$ cat src/rtl/seq_pkg.sv
package seq_pkg;
  localparam int CNT_W = 3;

  typedef logic [CNT_W-1:0] cnt_t;

  typedef struct packed {
    logic j;
    logic k;
  } jk_drive_t;
endpackage

$ cat src/rtl/seq_next_state.sv
module seq_next_state
  import seq_pkg::*;
(
  input  logic long_sel,
  input  cnt_t cur,
  output cnt_t nxt
);
  cnt_t nxt_short;
  cnt_t nxt_long;

  always_comb begin
    case (cur)
      3'b000:  nxt_short = 3'b001;
      3'b001:  nxt_short = 3'b010;
      3'b010:  nxt_short = 3'b100;
      default: nxt_short = 3'b000;
    endcase
  end

  always_comb begin
    case (cur)
      3'b000:  nxt_long = 3'b001;
      3'b001:  nxt_long = 3'b011;
      3'b011:  nxt_long = 3'b111;
      3'b111:  nxt_long = 3'b110;
      3'b110:  nxt_long = 3'b100;
      default: nxt_long = 3'b000;
    endcase
  end

  assign nxt = long_sel ? nxt_long : nxt_short;
endmodule

$ cat src/rtl/jk_excite.sv
module jk_excite
  import seq_pkg::*;
#(
  parameter int W = CNT_W
) (
  input  logic                step_en,
  input  logic [W-1:0]        cur,
  input  logic [W-1:0]        nxt,
  output jk_drive_t [W-1:0]   drv
);
  for (genvar b = 0; b < W; b++) begin : g_bit
    // Excitation: 0->1 needs J, 1->0 needs K, held bits need neither.
    assign drv[b].j = step_en & ~cur[b] &  nxt[b];
    assign drv[b].k = step_en &  cur[b] & ~nxt[b];
  end
endmodule

$ cat src/rtl/jk_stage.sv
module jk_stage #(
  parameter logic RST_VAL = 1'b0
) (
  input  logic clk,
  input  logic srst,
  input  logic j,
  input  logic k,
  output logic q
);
  always_ff @(posedge clk) begin
    if (srst) begin
      q <= RST_VAL;
    end else begin
      case ({j, k})
        2'b00:   q <= q;
        2'b01:   q <= 1'b0;
        2'b10:   q <= 1'b1;
        default: q <= ~q;
      endcase
    end
  end


  jk_idle_hold_chk: assert property (@(posedge clk) disable iff (srst)
    (!j && !k) |=> $stable(q));


  jk_rst_val_chk: assert property (@(posedge clk)
    srst |=> (q == RST_VAL));
endmodule

$ cat src/rtl/mode_seq_counter.sv
module mode_seq_counter
  import seq_pkg::*;
(
  input  logic             clk,
  input  logic             srst,
  input  logic             step_en,
  input  logic             long_sel,
  output logic [CNT_W-1:0] cnt_q
);
  cnt_t                  state;
  cnt_t                  state_nxt;
  jk_drive_t [CNT_W-1:0] drv;

  seq_next_state u_next (
    .long_sel (long_sel),
    .cur      (state),
    .nxt      (state_nxt)
  );

  jk_excite #(.W(CNT_W)) u_excite (
    .step_en (step_en),
    .cur     (state),
    .nxt     (state_nxt),
    .drv     (drv)
  );

  for (genvar b = 0; b < CNT_W; b++) begin : g_stage
    jk_stage #(.RST_VAL(1'b0)) u_stage (
      .clk  (clk),
      .srst (srst),
      .j    (drv[b].j),
      .k    (drv[b].k),
      .q    (state[b])
    );
  end

  assign cnt_q = state;


  short_step_a_chk: assert property (@(posedge clk) disable iff (srst)
    (step_en && !long_sel && cnt_q == 3'b001) |=> (cnt_q == 3'b010));


  short_step_b_chk: assert property (@(posedge clk) disable iff (srst)
    (step_en && !long_sel && cnt_q == 3'b010) |=> (cnt_q == 3'b100));


  long_step_a_chk: assert property (@(posedge clk) disable iff (srst)
    (step_en && long_sel && cnt_q == 3'b011) |=> (cnt_q == 3'b111));


  long_step_b_chk: assert property (@(posedge clk) disable iff (srst)
    (step_en && long_sel && cnt_q == 3'b111) |=> (cnt_q == 3'b110));


  short_recover_chk: assert property (@(posedge clk) disable iff (srst)
    (step_en && !long_sel &&
     (cnt_q == 3'b011 || cnt_q == 3'b101 || cnt_q == 3'b110 || cnt_q == 3'b111))
    |=> (cnt_q == 3'b000));


  long_recover_chk: assert property (@(posedge clk) disable iff (srst)
    (step_en && long_sel && (cnt_q == 3'b010 || cnt_q == 3'b101))
    |=> (cnt_q == 3'b000));


  shared_mode_chk: assert property (@(posedge clk) disable iff (srst)
    (step_en && cnt_q == 3'b001) |=> (cnt_q == ($past(long_sel) ? 3'b011 : 3'b010)));


  reset_clear_chk: assert property (@(posedge clk)
    srst |=> (cnt_q == 3'b000));


  hold_chk: assert property (@(posedge clk) disable iff (srst)
    !step_en |=> $stable(cnt_q));
endmodule

$ cat config.mk
export PLATFORM = sky130hd
export DESIGN_NAME = mode_seq_counter
export DESIGN_NICKNAME = d
export VERILOG_FILES = /design/src/rtl/seq_pkg.sv /design/src/rtl/seq_next_state.sv /design/src/rtl/jk_excite.sv /design/src/rtl/jk_stage.sv /design/src/rtl/mode_seq_counter.sv
export SDC_FILE = /design/constraint.sdc
export NUM_CORES = 1
export LEC_CHECK = 0
export BUFFER_PORTS_ARGS = -buffer_cell sky130_fd_sc_hd__buf_2
export CORE_AREA = 2 2 39 41
export CTS_CLUSTER_SIZE = 12
export DETAILED_ROUTE_END_ITERATION = 10
export DIE_AREA = 0 0 41 43
export PLACE_DENSITY_LB_ADDON = 0.12
export SLEW_MARGIN = 20
export SYNTH_ARGS = -nofsm -noshare
export SYNTH_HDL_FRONTEND = slang
export SYNTH_SLANG_ARGS = --single-unit
$ cat constraint.sdc
create_clock -name clk -period 0.9 [get_ports clk]
set_clock_uncertainty 0.05 [all_clocks]
set_input_delay 0.045 -clock clk [delete_from_list [all_inputs] [get_ports clk]]
set_output_delay 0.045 -clock clk [all_outputs]
set_load 0.01 [all_outputs]
### Yosys cells after proc, flatten, opt, wreduce, memory -nomap -nowiden

Cells that the tools add are included.

| storage, ports and cells | value |
|---|---|
| bits in registers | 3 |
| bits in latches | 0 |
| memory bits (writable) | 0 |
| ROM bits | 0 |
| input port bits | 4 |
| output and inout bits | 3 |
| logic and storage cells | 42 |
| memories kept | 0 |

| cells by class | value |
|---|---|
| add/subtract/negate cells | 0 |
| multiply operators | 0 |
| divide/modulo/power cells | 0 |
| magnitude comparators | 0 |
| eq/ne operators | 11 |
| shifts and indexed selects | 0 |
| mux-type cells | 6 |
| bitwise logic cells | 18 |
| reduce and logical (&&, ||, !) cells | 4 |

Operators with widths:

| operator | number |
|---|---|
| $pmux 3 s5 | 1 |
| $and 1x1->1 | 12 |
| $pmux 1 s3 | 3 |
| $pmux 3 s3 | 1 |
| $eq 2x1->1 const B | 3 |
| $eq 2x2->1 const B | 3 |
| $eq 3x2->1 const B | 2 |
| $eq 3x3->1 const B | 2 |
| $logic_not 2->1 | 3 |
| $not 1->1 | 6 |
| $eq 3x1->1 const B | 1 |
| $logic_not 3->1 | 1 |
| $mux 3 | 1 |

### Logic depth before layout (Yosys ltp)

| depth | value |
|---|---|
| depth in word-level cells | 7 |
| depth in mapped cells | 3 |
| depth with buffers taken out | 3 |

### Modules after synthesis

From an unflattened synthesis, not the netlist that was laid out.

| second synthesis, totals | value |
|---|---|
| cells, all modules | 42 |
| area total of the unflattened synthesis | 332.8 µm² |

By module, submodules not included:

| module | instances | cells each | area an instance (µm²) | sequential area each (µm²) |
|---|---|---|---|---|
| jk_stage | 3 | 9 | 76.3 | 20.0 |
| jk_excite | 1 | 6 | 52.6 | 0.0 |
| seq_next_state | 1 | 9 | 51.3 | 0.0 |

### Least setup slack after synthesis

Ideal clock, no wire load.

| path | value |
|---|---|
| path kind | flip-flop to flip-flop |
| from | register g_stage[0].u_stage.q |
| to | register g_stage[2].u_stage.q |
| setup time | 0.092 ns |
| arrival | 0.789 ns |
| required time | 0.758 ns |
| setup slack | -0.031 ns |
| stages on the path, launching flop included | 4 |
| path buffers | 0 |
| clock period less this slack | 0.931 ns |
| cell sequence | dfxtp_1 > nor3_1 > a21oi_1 > o32ai_1 |

| on the way | value |
|---|---|
| word-level cells in the longest chain between the ends | 7 |
| elaborated cells between the ends (all ways) | 16 |
| classes of those cells | eq/ne (7); mux (4); bitwise (3); reduce/logical (2) |

RTL lines:

| item | RTL line | text |
|---|---|---|
| start, declared | jk_stage.sv:8 | `output logic q` |
| start signal, assigned | jk_stage.sv:15 | `2'b00: q <= q;` |
| start signal, assigned | jk_stage.sv:18 | `default: q <= ~q;` |
| $eq 3x3->1, or another cell as far along | seq_next_state.sv:21 | `case (cur)` |
| $pmux 3 s5 or $pmux 3 s3 (tied branches) | seq_next_state.sv:21, seq_next_state.sv:12 |  |
| $mux 3 * | seq_next_state.sv:31 | `assign nxt = long_sel ? nxt_long : nxt_short;` |
| $not 1->1 | jk_excite.sv:14 | `assign drv[b].k = step_en & cur[b] & ~nxt[b];` |
| $and 1x1->1 | jk_excite.sv:14 |  |
| $eq 2x2->1, or another cell as far along | jk_stage.sv:14 | `case ({j, k})` |
| $pmux 1 s3 | jk_stage.sv:14 |  |
| end signal, assigned | jk_stage.sv:15 |  |
| end signal, assigned | jk_stage.sv:18 |  |
| end, declared | jk_stage.sv:8 |  |

Mark *: on every way between the ends. The rest lies on a longest branch, timed or not.
A chain may end at the register's enable or synchronous reset.

### Final worst setup path

| path | value |
|---|---|
| from | register g_stage[2].u_stage.q |
| to | register g_stage[0].u_stage.q |

| on the way | value |
|---|---|
| word-level cells in the longest chain between the ends | 7 |
| elaborated cells between the ends (all ways) | 16 |
| classes of those cells | eq/ne (7); mux (4); bitwise (3); reduce/logical (2) |

RTL lines:

| item | RTL line |
|---|---|
| $eq 3x3->1, or another cell as far along | seq_next_state.sv:21 |
| $pmux 3 s5 or $pmux 3 s3 (tied branches) | seq_next_state.sv:21, seq_next_state.sv:12 |
| $mux 3 * | seq_next_state.sv:31 |
| $not 1->1 | jk_excite.sv:14 |
| $and 1x1->1 | jk_excite.sv:14 |
| $eq 2x2->1, or another cell as far along | jk_stage.sv:14 |
| $pmux 1 s3 | jk_stage.sv:14 |

Marked as above.

==> summary.md <==
| Metric | Value |
|---|---|
| CP Max Fanout | 5 |
| Worst VDD drop | between 0.0004 and 0.0005 V |
| Largest regs | g_stage.u_stage.q (3) |
| Avg Inst Size Synth | between 9 and 10 um^2 |
| Hold_buf cts | 1 |
| PwrDens | 1660 mW/mm^2 |
| Slew HR | between 80% and 90% |
| Sw Share | about a quarter |
| Fin worst setup slack | -0.0295 ns |
| Layout cells sized above 1 | between 60% and 70% |
| Max Cap Viol | 0 |
| Crit share post-route | 103% |
| Die Ht | between 40 and 50 um |
| Crit path DAT | about 1.0 ns |
| # DRC | 0 |
| Static Leak | around 0.12 nW |
| Worst path required time | about 0.98 ns |
| Initial antenna violation count | 0 |
| Dpl cells | 40 |
| Post-route cell area | 280 um^2 |
| GRT Total Usage | 6.21% |
| Pre-antenna DRT Iters | 4 |
| WS Path Type | flip-flop to flip-flop |
| FF+latch count, synth | 3 |
| Final Hold Vio Count | 1 |
| Hold WS | -0.00276 ns |
| Commonest non-fill, non-tap cell in the layout | buf_2 |
| Failing checks | hold timing, setup timing |
| # nets final | 34 |
| Initial core utilization | roughly 12% |
| Most frequent cells in the layout | buf_2, clkbuf_4, nor2_1, dfxtp_2, buf_6 |
| Die footprint | approximately 0.0018 mm^2 |
| Htree depth | 1 |
| Placed instance area | approximately 220 um^2 |
| Number of setup buffers added after CTS | 0 |
| Seq/Total Area, Yosys | a little over a third |
| Synthesis-to-finish area growth | 62.3% |
| Die W | 41 um |
| Total routed wirelength | 422 um |
| Post-route insts no fill | 45 |
| Crit end category | flip-flop |
| Initial DRC count | 2 |
| Total via count in the routed design | 170 |
| # diodes | 0 |
| RSZ-0062 raised after global routing | yes |
| Layout fillers | 156 |
| Vias in the first global route | about 140 |
| Worst Hold Class | input pin to flip-flop |
| Comb power frac | about 16% |
| Dpl hpwl | 312 um |
| Syn Std Cell Area | 173 um^2 |
| Worst skew pair latency | around 0.23 ns |
| Max Slew Vio Count | 0 |
| Share of power burned in registers | around a third |
| Final Power | around 0.47 mW |
| Most flop-heavy register | g_stage.u_stage.q |
| Clk network pwr share | ~50% |
| Syn nets | 23 |
| Minimum clock period | between 0.9 and 1 ns |
| Yosys cell types | 14 |
| Port Buf Inserts | 6 |
| Setup Viol. Count Final | 2 |
| Synth Instances | 19 |
| Placer congestion estimate | roughly 0.62 |
| Wire length per cell | ~9.4 um |
| CTS Sinks | 3 |
| CTS Buf Count | 3 |
| First-pass GRT wire length | around 620 um |
| Drt via density | ~3.8 |
| Slew @ Worst Pin | approximately 0.21 ns |
| Clock Tree Root | clkbuf_4 |
| ANT nets after route | 0 |
| IO Pins | 7 |
| TritonCTS clock tree | yes |
| Net Switching | roughly 0.11 mW |
| Max reg flops | 3 |
| Clk slew on worst S/H paths | 0.04 ns |
| Outcome | finished, violations left |
| Yosys warning total | 0 |
| Largest net degree at the start of global routing | 7 |
| Worst-case clock buffer depth | 2 |
| Startpoint Class | flip-flop |
| F_max | ~1100 MHz |
| Grt total ovfl | 0 |
| Row count | 14 |
| Core ar. | ~0.0014 mm^2 |
| Cell internal pwr | between 0.3 and 0.4 mW |
critical path, cell delays in order (launching register included):
cell,delay (ns)
dfxtp_2,0.34
nor3b_2,0.19
nor2_1,0.06
a311oi_1,0.20
metal layers:
metal	vias up	part of all wire [%]	track usage, %
met3	0	8.1	4.71
met5	-	0	0
met1	77	47	7.03
li1	89	-	-
met2	4	45	5.94
met4	0	0	8.00
metrics by stage:
step	hold WS (ns)	utilization (%)	TNS, ns	setup slack, ns
5_1_grt	-0.0177	20.3	-0.233	-0.102
2_1_floorplan	0.0674	-	0	0.00353
3_3_place_gp	0.215	15.6	-0.129	-0.101
3_5_place_dp	0.210	15.6	-0.170	-0.0977
4_1_cts	-0.0207	19.7	-0.0902	-0.0434
6_report	-0.00276	20.3	-0.0551	-0.0295
cells in the mapped netlist:
| library cell | n | area, um^2 |
|---|---|---|
| a21boi_0 | 1 | 7.51 |
| dfxtp_1 | 3 | 60.1 |
| nor2_1 | 2 | 7.51 |
| buf_4 | 3 | 22.5 |
| or2b_1 | 1 | 7.51 |
| a21bo_2 | 1 | 10.0 |
| nand2b_1 | 1 | 6.26 |
| a22oi_1 | 1 | 7.51 |
| a21oi_1 | 1 | 5.00 |
| o32ai_1 | 1 | 8.76 |
| nand2_1 | 1 | 3.75 |
| nor3b_2 | 1 | 12.5 |
| nor3_1 | 1 | 5.00 |
| a311oi_1 | 1 | 8.76 |
power groups by stage:
stage | sequential (mW) | clock (mW) | combinational, mW
2_1_floorplan | 0.152 | 0 | 0.0396
3_3_place_gp | 0.152 | 0 | 0.0635
3_5_place_dp | 0.152 | 0 | 0.0637
4_1_cts | 0.152 | 0.253 | 0.0736
5_1_grt | 0.153 | 0.278 | 0.0830
6_report | 0.152 | 0.238 | 0.0765
path summary, 6_finish.rpt:
kind / startpoint / endpoint / slack [ns] / depth (start not counted)
setup / recovery: g_stage[2].u_stage.q$_SDFFE_PP0P_ / g_stage[0].u_stage.q$_SDFFE_PP0P_ / -0.03 / 3
hold / removal: srst / g_stage[2].u_stage.q$_SDFFE_PP0P_ / -0.003 / 2
setup reg to reg: g_stage[2].u_stage.q$_SDFFE_PP0P_ / g_stage[0].u_stage.q$_SDFFE_PP0P_ / -0.03 / 3
hold reg to reg: g_stage[0].u_stage.q$_SDFFE_PP0P_ / g_stage[0].u_stage.q$_SDFFE_PP0P_ / 0.49 / 2
repair_timing:
item                       CTS  global route
pin swaps                    3             0
setup endpoints to repair    5             4
gates resized for setup      6             2
hold endpoints to repair     2             1
cell families (layout without fill, tap and decap cells):
| logic type | Yosys count | in the layout | synth area share, % |
|---|---|---|---|
| buf+inv | 3 | 13 | 13.0 |
| compound gates | 6 | 6 | 27.5 |
| flops | 3 | 3 | 34.8 |
| simple gates | 7 | 7 | 24.6 |
layout make-up:
cell class | instances | area [um^2] | share of cell area, %
clock buffers | 4 | 26.3 | 9.37
multi-input cells | 13 | 103 | 36.6
flip-flops and latches | 3 | 66.3 | 23.7
well taps | 16 | 20.0 | 7.14
repair buffers | 9 | 65.1 | 23.2
No activity file was read; power rests on OpenSTA's default activity.
